<file path="src/rtl/hbgap_pkg.sv">
package hbgap_pkg;
  typedef enum logic [1:0] {
    SIDE_OFF = 2'd0,
    SIDE_HI  = 2'd1,
    SIDE_LO  = 2'd2
  } side_e;

  localparam int NUM_DOM = 3;
  localparam int DOM_IN  = 0;
  localparam int DOM_HI  = 1;
  localparam int DOM_LO  = 2;
endpackage

</file>
<file path="src/rtl/hbgap_sync.sv">
module hbgap_sync #(
  parameter int WIDTH  = 2,
  parameter int STAGES = 2
) (
  input  logic             clk,
  input  logic             rst,
  input  logic [WIDTH-1:0] d,
  output logic [WIDTH-1:0] q
);
  logic [WIDTH-1:0] stg [STAGES];

  for (genvar s = 0; s < STAGES; s++) begin : g_stage
    if (s == 0) begin : g_first
      always_ff @(posedge clk) begin
        if (rst) stg[s] <= '0;
        else     stg[s] <= d;
      end
    end else begin : g_next
      always_ff @(posedge clk) begin
        if (rst) stg[s] <= '0;
        else     stg[s] <= stg[s-1];
      end
    end
  end

  assign q = stg[STAGES-1];
endmodule

</file>
<file path="src/rtl/hbgap_hold.sv">
module hbgap_hold #(
  parameter int HOLD_W = 12
) (
  input  logic              clk,
  input  logic              rst,
  input  logic              supply_ok,
  input  logic [HOLD_W-1:0] hold_cycles,
  output logic              ready
);
  logic              armed;
  logic [HOLD_W-1:0] cnt;

  // Armed until the supply is seen good; then count the hold down.
  always_ff @(posedge clk) begin
    if (rst) begin
      armed <= 1'b1;
      cnt   <= '0;
      ready <= 1'b0;
    end else if (!supply_ok) begin
      armed <= 1'b1;
      cnt   <= '0;
      ready <= 1'b0;
    end else if (armed) begin
      armed <= 1'b0;
      cnt   <= hold_cycles;
      ready <= 1'b0;
    end else begin
      if (cnt != '0) cnt <= cnt - 1'b1;
      ready <= (cnt == '0);
    end
  end

  assert_hold_drop_R8: assert property (@(posedge clk) disable iff (rst)
    !supply_ok |=> !ready);
  assert_hold_arm_R8: assert property (@(posedge clk) disable iff (rst)
    $rose(supply_ok) |=> !ready);
endmodule

</file>
<file path="src/rtl/hbgap_core.sv">
module hbgap_core
  import hbgap_pkg::*;
#(
  parameter int GAP_W = 8
) (
  input  logic             clk,
  input  logic             rst,
  input  logic             want_hi,
  input  logic             en_hi,
  input  logic             en_lo,
  input  logic [GAP_W-1:0] gap_cycles,
  output logic             hs_q,
  output logic             ls_q
);
  side_e            side;
  side_e            last_req;
  side_e            req;
  logic             req_en;
  logic [GAP_W-1:0] cnt;

  assign req    = want_hi ? SIDE_HI : SIDE_LO;
  assign req_en = want_hi ? en_hi : en_lo;

  always_ff @(posedge clk) begin
    if (rst) begin
      side     <= SIDE_OFF;
      last_req <= SIDE_LO;
      cnt      <= '0;
      hs_q     <= 1'b0;
      ls_q     <= 1'b0;
    end else begin
      case (side)
        SIDE_OFF: begin
          if (req != last_req || !req_en) begin
            // request moved or blocked: restart the gap
            last_req <= req;
            cnt      <= gap_cycles;
          end else if (cnt != '0) begin
            cnt <= cnt - 1'b1;
          end else begin
            side <= req;
            hs_q <= (req == SIDE_HI);
            ls_q <= (req == SIDE_LO);
          end
        end
        default: begin
          if (req != side || !req_en) begin
            side     <= SIDE_OFF;
            hs_q     <= 1'b0;
            ls_q     <= 1'b0;
            last_req <= req;
            cnt      <= gap_cycles;
          end
        end
      endcase
    end
  end

  assert_no_overlap_R3: assert property (@(posedge clk) disable iff (rst)
    !(hs_q && ls_q));
  assert_gap_before_hi_R2: assert property (@(posedge clk) disable iff (rst)
    $rose(hs_q) |-> !$past(ls_q));
  assert_gap_before_lo_R2: assert property (@(posedge clk) disable iff (rst)
    $rose(ls_q) |-> !$past(hs_q));
  assert_blocked_hi_R9: assert property (@(posedge clk) disable iff (rst)
    !en_hi |=> !hs_q);
  assert_blocked_lo_R9: assert property (@(posedge clk) disable iff (rst)
    !en_lo |=> !ls_q);
endmodule

</file>
<file path="src/rtl/halfbridge_gap_ctrl.sv">
module halfbridge_gap_ctrl
  import hbgap_pkg::*;
#(
  parameter int GAP_W       = 8,
  parameter int HOLD_W      = 12,
  parameter int SYNC_STAGES = 2
) (
  input  logic              clk,
  input  logic              rst,
  input  logic              pwm_in,
  input  logic              disable_in,
  input  logic [GAP_W-1:0]  gap_cycles,
  input  logic [HOLD_W-1:0] hold_cycles,
  input  logic              in_supply_ok,
  input  logic              hs_supply_ok,
  input  logic              ls_supply_ok,
  output logic              hs_drive,
  output logic              ls_drive
);
  localparam int SYNC_W = 2;

  logic [SYNC_W-1:0]  pin_sync;
  logic               pwm_s;
  logic               dis_s;
  logic [NUM_DOM-1:0] ok_vec;
  logic [NUM_DOM-1:0] ready_vec;
  logic               en_hi;
  logic               en_lo;

  hbgap_sync #(.WIDTH(SYNC_W), .STAGES(SYNC_STAGES)) u_sync (
    .clk (clk),
    .rst (rst),
    .d   ({disable_in, pwm_in}),
    .q   (pin_sync)
  );
  assign pwm_s = pin_sync[0];
  assign dis_s = pin_sync[1];

  assign ok_vec[DOM_IN] = in_supply_ok;
  assign ok_vec[DOM_HI] = hs_supply_ok;
  assign ok_vec[DOM_LO] = ls_supply_ok;

  for (genvar d = 0; d < NUM_DOM; d++) begin : g_dom
    hbgap_hold #(.HOLD_W(HOLD_W)) u_hold (
      .clk         (clk),
      .rst         (rst),
      .supply_ok   (ok_vec[d]),
      .hold_cycles (hold_cycles),
      .ready       (ready_vec[d])
    );
  end

  assign en_hi = ready_vec[DOM_IN] & ready_vec[DOM_HI] & ~dis_s;
  assign en_lo = ready_vec[DOM_IN] & ready_vec[DOM_LO] & ~dis_s;

  hbgap_core #(.GAP_W(GAP_W)) u_core (
    .clk        (clk),
    .rst        (rst),
    .want_hi    (pwm_s),
    .en_hi      (en_hi),
    .en_lo      (en_lo),
    .gap_cycles (gap_cycles),
    .hs_q       (hs_drive),
    .ls_q       (ls_drive)
  );

  assert_input_lockout_R7: assert property (@(posedge clk) disable iff (rst)
    !ready_vec[DOM_IN] |=> (!hs_drive && !ls_drive));
  assert_disable_off_R6: assert property (@(posedge clk) disable iff (rst)
    dis_s |=> (!hs_drive && !ls_drive));
  assert_reset_low_R1: assert property (@(posedge clk)
    rst |=> (!hs_drive && !ls_drive));
endmodule

</file>
<file path="config.mk">
export PLATFORM = sky130hd
export DESIGN_NAME = halfbridge_gap_ctrl
export DESIGN_NICKNAME = d
export VERILOG_FILES = /design/src/rtl/hbgap_pkg.sv /design/src/rtl/hbgap_sync.sv /design/src/rtl/hbgap_hold.sv /design/src/rtl/hbgap_core.sv /design/src/rtl/halfbridge_gap_ctrl.sv
export SDC_FILE = /design/constraint.sdc
export NUM_CORES = 1
export LEC_CHECK = 0
export ABC_AREA = 1
export BUFFER_PORTS_ARGS = -buffer_cell sky130_fd_sc_hd__buf_2
export CORE_MARGIN = 2
export CORE_UTILIZATION = 24
export DETAILED_ROUTE_END_ITERATION = 8
export PLACE_DENSITY_LB_ADDON = 0.12
export SLEW_MARGIN = 20
export SYNTH_ARGS = -nofsm -noshare
export SYNTH_HDL_FRONTEND = slang
export SYNTH_SLANG_ARGS = --single-unit
</file>
<file path="constraint.sdc">
create_clock -name clk -period 2 [get_ports clk]
set_clock_uncertainty 0.2 [all_clocks]
set_input_delay 0.2 -clock clk [delete_from_list [all_inputs] [get_ports clk]]
set_output_delay 0.2 -clock clk [all_outputs]
set_load 0.01 [all_outputs]
</file>
Yosys cells after proc, flatten, opt, wreduce, memory -nomap -nowiden
Memories as Yosys holds them, arrays and structs flattened.
Index checks and enable logic that the tools add are counted.
W data, S select, Z words.
{"block": "op_classes", "n_eq_ne": 8, "add_sub_neg": 4, "n_reduce_logical": 24, "muxes": 34, "bitwise_logic": 10}
{"cell": "$mux W12", "count": 6}
{"cell": "$logic_not A12 Y1", "count": 3}
{"cell": "$reduce_bool A12 Y1", "count": 3}
{"cell": "$sub A12 B1 Y12 const B", "count": 3}
{"cell": "$mux W8", "count": 4}
{"cell": "$mux W2", "count": 10}
{"cell": "$mux W1", "count": 14}
{"cell": "$reduce_or A3 Y1", "count": 3}
{"cell": "$reduce_bool A2 Y1", "count": 4}
{"cell": "$reduce_bool A8 Y1", "count": 1}
{"cell": "$sub A8 B1 Y8 const B", "count": 1}
{"cell": "$reduce_or A2 Y1", "count": 3}
{"cell": "$and A1 B1 Y1", "count": 4}
{"cell": "$ne A2 B2 Y1", "count": 2}
{"cell": "$ne A2 B2 Y1 const B", "count": 2}
{"cell": "$not A1 Y1", "count": 4}
{"cell": "$reduce_and A2 Y1", "count": 2}
{"cell": "$ne A3 B1 Y1 const B", "count": 1}
{"cell": "$reduce_and A3 Y1", "count": 1}
{"cell": "$eq A2 B1 Y1 const B", "count": 1}
{"cell": "$eq A2 B2 Y1 const B", "count": 1}
{"cell": "$logic_not A2 Y1", "count": 1}
{"cell": "$logic_or A1 B1 Y1", "count": 2}
{"cell": "$ne A2 B1 Y1 const B", "count": 1}
{"cell": "other kinds (2)", "count": 3}
{"block": "word_totals", "ram_bits": 4, "mem_count": 1, "ff_bits": 56, "output_inout_bits": 2}
{"name": "u_sync.stg", "depth": 2, "word_bits": 2, "rd": 2, "rd_clocked_by_memory_dff": 0, "wr": 2, "line_no": "hbgap_sync.sv:10", "source": "logic [WIDTH-1:0] stg [STAGES];"}

Depth between registers and ports, before layout
Gate-level depths: netlist (run 1).
{"block": "logic_depth", "depth_word": 7, "ltp_mapped": 11, "mapped_depth_nobuf": 11}

Hierarchy
A second synthesis (run 1) with hierarchy kept.
{"block": "hier_totals", "hier_cells": 549, "area_unflattened_um2": 3641.0}
{"module": "hbgap_hold", "instances": 3, "area_per_inst_um2": 858.3, "cells_each": 128, "seq_area_each_um2": 280.3}
{"module": "hbgap_core", "instances": 1, "area_per_inst_um2": 938.4, "cells_each": 149, "seq_area_each_um2": 240.2}
{"module": "hbgap_sync", "instances": 1, "area_per_inst_um2": 110.1, "cells_each": 12, "seq_area_each_um2": 80.1}
{"module": "halfbridge_gap_ctrl", "instances": 1, "area_per_inst_um2": 17.5, "cells_each": 4, "seq_area_each_um2": 0.0}

Worst setup path after synthesis (run 1)
Ideal clock, no wire load.
{"block": "synth_timing", "path_kind": "register -> register", "startpoint": "register u_core.cnt[0]", "endpoint": "register u_core.cnt[6]", "arrival_time_ps": 1277, "required_time_ps": 1734, "period_less_slack_ps": 1543, "setup_time_ps": 66, "stages_incl_launch_ff": 11, "setup_slack_ps": 457, "path_cell_list": "dfxtp_1 > inv_1 > ha_1 > inv_1 > nor2_1 > nand3_1 > nor2_1 > nand2_2 > nand2_4 > nand2_1 > a21oi_2"}
{"block": "synth_between", "elab_chain_cells": 4, "word_cells_on_any_way": 7, "classes_between": "add/sub: 1; eq/ne: 1; mux: 3; reduce/logical: 2"}
{"element": "start: declaration", "line_no": "hbgap_core.sv:19", "source": "logic [GAP_W-1:0] cnt;"}
{"element": "start signal: assignment", "line_no": "hbgap_core.sv:37", "source": "cnt <= gap_cycles;"}
{"element": "start signal: assignment", "line_no": "hbgap_core.sv:39", "source": "cnt <= cnt - 1'b1;"}
{"element": "start signal: assignment", "line_no": "hbgap_core.sv:52", "source": "cnt <= gap_cycles;"}
{"element": "$sub A8 B1 Y8", "line_no": "hbgap_core.sv:39"}
{"element": "$mux W8", "line_no": "hbgap_core.sv:38", "source": "end else if (cnt != '0) begin"}
{"element": "$mux W8", "line_no": "hbgap_core.sv:34", "source": "if (req != last_req || !req_en) begin"}
{"element": "$mux W8", "line_no": "hbgap_core.sv:32", "source": "case (side)"}
Several ways; a longest one is shown, not always the timed one. The select of a mux whose other input is x is not followed.
A chain may end at the register's enable or synchronous reset.

Worst setup path after layout (run 1)
{"block": "layout_timing", "startpoint": "input port rst", "endpoint": "register g_dom[1].u_hold.cnt[9]"}
{"block": "layout_between", "elab_chain_cells": 1}
{"element": "start: declaration", "line_no": "halfbridge_gap_ctrl.sv:9", "source": "input logic rst,"}
{"element": "$reduce_or A2 Y1 (no source line)"}
{"element": "end signal: assignment", "line_no": "hbgap_hold.sv:25", "source": "cnt <= hold_cycles;"}
{"element": "end signal: assignment", "line_no": "hbgap_hold.sv:28", "source": "if (cnt != '0) cnt <= cnt - 1'b1;"}
{"element": "end: declaration", "line_no": "hbgap_hold.sv:11", "source": "logic [HOLD_W-1:0] cnt;"}
No other way between the ends.

==> flow_summary.ini, run 1 <==
[run]
maxCapViolCount = 0

[sta]
fin_setup_tns_ps = 0
maxSlewHeadroom_pct = 67.0
tightest_slew_ps = 494
rsz0062_at_grt = false
max_freq_ghz = 0.553
slew_violations = 0
hold_violations = 0
min_period_ps = 1810
setup_viol = 0
layout_setup_ws_ps = 191
finalCritPeriodShare_pct = 90.5

[synthesis]
synth_fa_ha_area_share_pct = 2.75
synth_compound_area_share_pct = 14.4
synth_edf_count = 0
async_flop_share_pct = 0
synthSimpleGateAreaFrac_pct = 34.6
postSynthAreaPerCell_sq_um = 6.63
syn-cell-area_sq_um = 3180
synth_xor_area_share_pct = 2.20
synth_ff_type = dfxtp_1
synth.ff_latch_count = 58
yosys_warnings = 0
synth_top_family_by_area = simple AND/OR/NAND/NOR gates
synth_cell_types = 35
syn_nets = 514
synthCells = 480
ys_seq_area_share_pct = 36.5
muxShareOfSynthArea_pct = 0

[setup_path]
crit_path_max_incr_delay_ps = 530
path_buf_inv = 4
cp-end-kind = flop
cp_max_fo = 9
critPathLaunchType = input port
cp_top_family = buffers and inverters
crit_chain = dlygate4sd3_1, buf_2, inv_1, nand2_1, a21o_1, inv_2, o21ai_0, a21oi_1
crit_required_ps = 2060
critical_path_arrival_ps = 1870
cp_slowest_cell = dlygate4sd3_1
criticalPathCategory = in2reg

[final_layout]
final_nets = 567
layout_common_cells = 101 x nor2_1, 86 x nand2_1, 61 x inv_1
final_common_cell = nor2_1
layout-drive-gt1-share_pct = 13.9
antennaDiodeCount = 0
areaGrowthSynthToFinish_pct = 27.1

[route]
vias = 3077
wirelength_um = 8770
drc_errors = 0
ant_nets = 0
wl_per_cell_um = 12.3
detail_route.iter0.violations = 168
dr.pass1.iters = 4
viasPerCell = 4.31

[floorplanning]
ios = 29
row_count = 42
start_util_pct = 24.3
die_h_um = 119
dieWidth_um = 119
die_area_sq_um = 14200
core_sq_um = 13100

[placement]
gp_congestion = 0.747
port-buffer-count = 28
place_ws_ps = 194
dp_hpwl_um = 6410

[clocking]
cts.sinks = 58
clockBufferDepth = 2
path_clk_slew_ps = 50
cts_tree = built
post-cts-setup-buffers = 0
cts-htree-levels = 3
worstSkewPairLatency_ps = 330
root_buffer = clkbuf_16
numCtsBuffers = 9

[global_route]
grt_max_degree = 17
first_global_vias = 2974
grt_pass1_wl_um = 14700
overflow = 0
antenna_found_initial = 0
grtUsageTotal_pct = 13.3

[status]
status = finished clean

[power]
leakagePower_nw = 1.92
power_density_nw_per_um2 = 859
peakVddDrop_v = 0.000382

[worst_hold_path]
min_path_type = in2reg
## sequential cells by signal, indices dropped and copies added, names as in the netlist
register and cells:
u_core.cnt 8, u_core.last_req 2, u_core.hs_q 1, u_core.ls_q 1
g_dom.u_hold.ready 3, g_dom.u_hold.armed 3, u_sync.stg 4, g_dom.u_hold.cnt 36
## worst paths after layout
path | from | to | slack, ps | cells past startpoint
setup / recovery | rst | g_dom[1].u_hold.cnt[9]$_SDFFE_PP0P_ | 190 | 8
hold / removal | gap_cycles[5] | u_core.cnt[5]$_SDFFE_PP0P_ | 10 | 5
setup reg to reg | u_core.cnt[0]$_SDFFE_PP0P_ | u_core.cnt[6]$_SDFFE_PP0P_ | 190 | 10
hold reg to reg | u_sync.stg[0][1]$_SDFF_PP0_ | u_sync.stg[1][1]$_SDFF_PP0_ | 200 | 2
## stage by stage
stage | cells | area, sq um | util, % | hold WS (ps) | total power, mW
2_1_floorplan | 480 | 3180 | - | 88.5 | 1.64
4_1_cts | 714 | 4040 | 30.8 | 0.314 | 3.54
6_report | 714 | 4040 | 30.9 | 9.51 | 3.47
3_5_place_dp | 681 | 3540 | 27.1 | 197 | 1.79
3_3_place_gp | 681 | 3540 | 27.1 | 193 | 1.79
5_1_grt | 714 | 4040 | 30.9 | 16.8 | 3.68
## Yosys cell counts, drive strengths merged (2+ instances only)
cell    instances  share of area, %
a211oi          7               1.7
a21oi          21               3.4
a31oi           2              0.39
buf             8               1.5
clkbuf          3              0.35
dfxtp          58                36
ha              7               2.8
inv            65               7.7
nand2          94                12
nand3          30               5.3
nand4           4              0.79
nor2          107                14
nor3           14               2.2
o211ai          3              0.71
o21ai          40               6.8
o22ai           4              0.79
xnor2           2              0.55
xor2            6               1.7
## report_power, final
part | internal, mW | switching [mW]
clock | 1.13 | 0.560
sequential | 1.22 | 0.0439
combinational | 0.204 | 0.323
total | 2.55 | 0.927
## kinds of logic (layout without fill, tap and decap cells)
logic type / count (synthesis) / after routing
XOR/XNOR: 8 / 8
flip-flops: 58 / 58
AO/OA/AOI/OAI: 80 / 80
buffers and inverters: 76 / 134
adder cells (fa/ha/maj): 7 / 7
AND/OR/NAND/NOR: 251 / 251
## per-layer routing
| metal | vias to the layer above | part of all wire [%] | track usage (%) | routed length, um |
|---|---|---|---|---|
| met5 | - | 0 | 0 | 0 |
| met4 | 0 | 0.72 | 4.24 | 63 |
| met3 | 4 | 3.3 | 4.12 | 289 |
| met2 | 34 | 46 | 21.4 | 4040 |
| met1 | 1390 | 50 | 16.9 | 4380 |
| li1 | 1649 | - | - | - |
## area by class of cell
| cell class | instances | area (sq um) |
|---|---|---|
| multi-input cells | 346 | 1730 |
| well taps | 176 | 220 |
| clock buffers | 12 | 246 |
| repair buffers | 53 | 370 |
| clock inverters | 4 | 75.1 |
| inverters | 65 | 244 |
| flip-flops and latches | 58 | 1160 |
| fillers | 1446 | 9040 |
## timing repair
item / 4_1_cts / 5_1_grt
setup endpoints to repair: 0 / 3
hold buffers: 17 / 0
hold endpoints to repair: 24 / 0
resized for setup: 0 / 3
## worst reg2reg max path, cell delays in order, from the launching register on
cell,delay [ps]
dfxtp_1,330
inv_1,80
ha_1,190
inv_1,50
nor2_1,190
nand3_1,130
nor2_1,140
nand2_2,110
nand2_4,130
nand2_1,80
a21oi_2,130
(Power assumes the default switching activity.)
==> inputs of run 2 (changes only) <==
--- a/config.mk
+++ b/config.mk
@@ -7,8 +7,9 @@
 export LEC_CHECK = 0
 export ABC_AREA = 1
 export BUFFER_PORTS_ARGS = -buffer_cell sky130_fd_sc_hd__buf_2
+export CORE_ASPECT_RATIO = 1.2
 export CORE_MARGIN = 2
-export CORE_UTILIZATION = 24
+export CORE_UTILIZATION = 59
 export DETAILED_ROUTE_END_ITERATION = 8
 export PLACE_DENSITY_LB_ADDON = 0.12
 export SLEW_MARGIN = 20
==> run 2 against run 1 <==
  * The flow now finishes with violations (negative hold slack)
  * Critical endpoint is now g_dom[1].u_hold.cnt[5]$_SDFFE_PP0P_
  * Final area shrank 6.2%
  * Clock-buffer cell count shrank 1
  * Final cell count shrank 16%
  * Non-clock buffer count is the same
  * Largest cell class unchanged
  * Flip-flop and latch count is the same
  * Hold slack lost 11 ps
  * Largest power group is now sequential cells
==> flow_summary.ini, run 2 (synthesis gave the netlist of run 1 again) <==
[route]
ant_nets = 0
wirelength_um = 7420
dr.pass1.iters = 4
detail_route.iter0.violations = 186
viasPerCell = 5.30
vias = 3178
drc_errors = 0
wl_per_cell_um = 12.4

[worst_hold_path]
min_path_type = in2reg
min_from = gap_cycles[2]
hold_depth = 5
holdPathEnd = u_core.cnt[2]$_SDFFE_PP0P_

[clocking]
clockBufferDepth = 2
cts.sinks = 58
numCtsBuffers = 9
worstSkewPairLatency_ps = 340
cts_tree = built
path_clk_slew_ps = 70
root_buffer = clkbuf_8
cts-htree-levels = 3

[sta]
min_period_ps = 1870
max_freq_ghz = 0.535
rsz0062_at_grt = false
hold_violations = 2
finalCritPeriodShare_pct = 93.5
setup_viol = 0
fin_setup_tns_ps = 0
tightest_slew_ps = 451
slew_violations = 0
maxSlewHeadroom_pct = 69.9
whs_ps = -1.81

[setup_path]
r2r-start = u_core.cnt[0]$_SDFFE_PP0P_
ff2ff_setup_slack_ps = 220
crit_path_max_incr_delay_ps = 510
critical_path_arrival_ps = 1910
r2r_cells = 9
cp-end-kind = flop
crit_required_ps = 2040
timing.rr.end = u_core.cnt[5]$_SDFFE_PP0P_
crit_chain = dlygate4sd3_1, buf_2, clkinvlp_4, nand2_1, a21o_1, inv_2, o21ai_0, nor2_1
cp_max_fo = 11
critPathLaunchType = input port
cp_slowest_cell = dlygate4sd3_1
criticalPathCategory = in2reg

[power]
peakVddDrop_v = 0.000541
internal_power_mw = 2.05
pwr-share-clk_pct = 38.7
sequentialPowerShare_pct = 43.6
leakagePower_nw = 1.87
sw_frac_of_total_pct = 29.1
p_comb_share_pct = 17.8
switching_power_mw = 0.845
power_density_nw_per_um2 = 764

[final_layout]
num-fill-cells = 471
final_nets = 567
final_common_cell = nor2_1
regMostFlops = g_dom.u_hold.cnt
layout-drive-gt1-share_pct = 13.4
layout_common_cells = 102 x nor2_1, 87 x nand2_1, 60 x inv_1
areaGrowthSynthToFinish_pct = 19.2
antennaDiodeCount = 0
fin_cells = 600
top_regs = g_dom.u_hold.cnt: 36 flops, u_core.cnt: 8 flops, u_sync.stg: 4 flops
largest_register_ffs = 36

[placement]
gp_congestion = 0.898
dp_hpwl_um = 5230
post-place-cells = 563
port-buffer-count = 28

[floorplanning]
die_area_sq_um = 6000
die_h_um = 84.4
core_sq_um = 5260
dieWidth_um = 71.0
row_count = 29
ios = 29
start_util_pct = 60.5

[global_route]
grt_max_degree = 17
antenna_found_initial = 0
grtUsageTotal_pct = 26.4
grt_pass1_wl_um = 12700
first_global_vias = 3000
overflow = 0

[status]
status = complete, but fails checks
violations = negative hold slack

[run]
maxCapViolCount = 0
-- run 2: cell types whose count changed in the layout (fill, tap and decap cells not counted), sizes merged --
cell / previous run / this run
clkinv: 0 / 3
clkbuf: 12 / 11
inv: 65 / 64
dlygate4sd3: 17 / 21
bufinv: 2 / 1
buf: 36 / 32
-- run 2: area by class of cell --
| class | count | area [sq um] | area share [%] |
|---|---|---|---|
| clock buffers | 11 | 151 | 3.99 |
| clock inverters | 5 | 52.6 | 1.39 |
| inverters | 65 | 248 | 6.53 |
| multi-input cells | 346 | 1720 | 45.4 |
| flip-flops and latches | 58 | 1160 | 30.6 |
| well taps | 62 | 77.6 | 2.05 |
| repair buffers | 53 | 380 | 10.0 |
-- run 2: how the worst max path moves through the flow --
stage / slack (ps) / end / start / depth (start not counted)
finish: 130 / g_dom[1].u_hold.cnt[5]$_SDFFE_PP0P_ / rst / 8
floorplan: 460 / u_core.cnt[6]$_SDFFE_PP0P_ / u_core.cnt[0]$_SDFFE_PP0P_ / 10
CTS: 60 / g_dom[1].u_hold.cnt[9]$_SDFFE_PP0P_ / rst / 8
detailed placement: 240 / g_dom[1].u_hold.cnt[9]$_SDFFE_PP0P_ / rst / 7
global route: 20 / g_dom[1].u_hold.cnt[5]$_SDFFE_PP0P_ / rst / 8
global placement: 280 / u_core.cnt[6]$_SDFFE_PP0P_ / u_core.cnt[0]$_SDFFE_PP0P_ / 10
-- run 2: power groups by stage --
stage	Clock (mW)	Combinational (mW)	Sequential (mW)
final	1.12	0.515	1.26
after global routing	1.17	0.592	1.27
after CTS	1.13	0.511	1.26
after detailed placement	0	0.472	1.29
after global placement	0	0.463	1.29
after floorplan	0	0.365	1.27
-- run 2: worst max-delay path: cells and delay by family --
| family | cells | cell delay (ps) |
|---|---|---|
| buffers and inverters | 4 | 1090 |
| AO/OA/AOI/OAI | 2 | 370 |
| AND/OR/NAND/NOR | 2 | 230 |
-- run 2: metal layers --
layer	up-vias	share of wire, %	global-route usage (%)
met4	0	2.0	12.5
met5	-	0	0
met2	70	50	46.1
met3	17	3.9	3.84
met1	1440	44	31.5
li1	1651	-	-
-- run 2: through the flow --
stage          area, sq um  utilization (%)  setup WS [ps]  total power [mW]  hold slack [ps]
5_1_grt               3790             72.1           18.3              3.03             27.2
6_report              3790             72.1            130              2.90            -1.81
3_5_place_dp          3370             64.1            245              1.76              190
3_3_place_gp          3370             64.1            283              1.75              194
2_1_floorplan         3180                -            457              1.64             88.5
4_1_cts               3790             72.0           57.4              2.90            0.561
-- run 2: what timing repair did --
item / in CTS / in global routing
gates resized for setup: 0 / 2
endpoints found under the hold margin: 33 / 0
setup buffers: 0 / 0
hold buffers: 21 / 0
setup endpoints to repair: 0 / 15
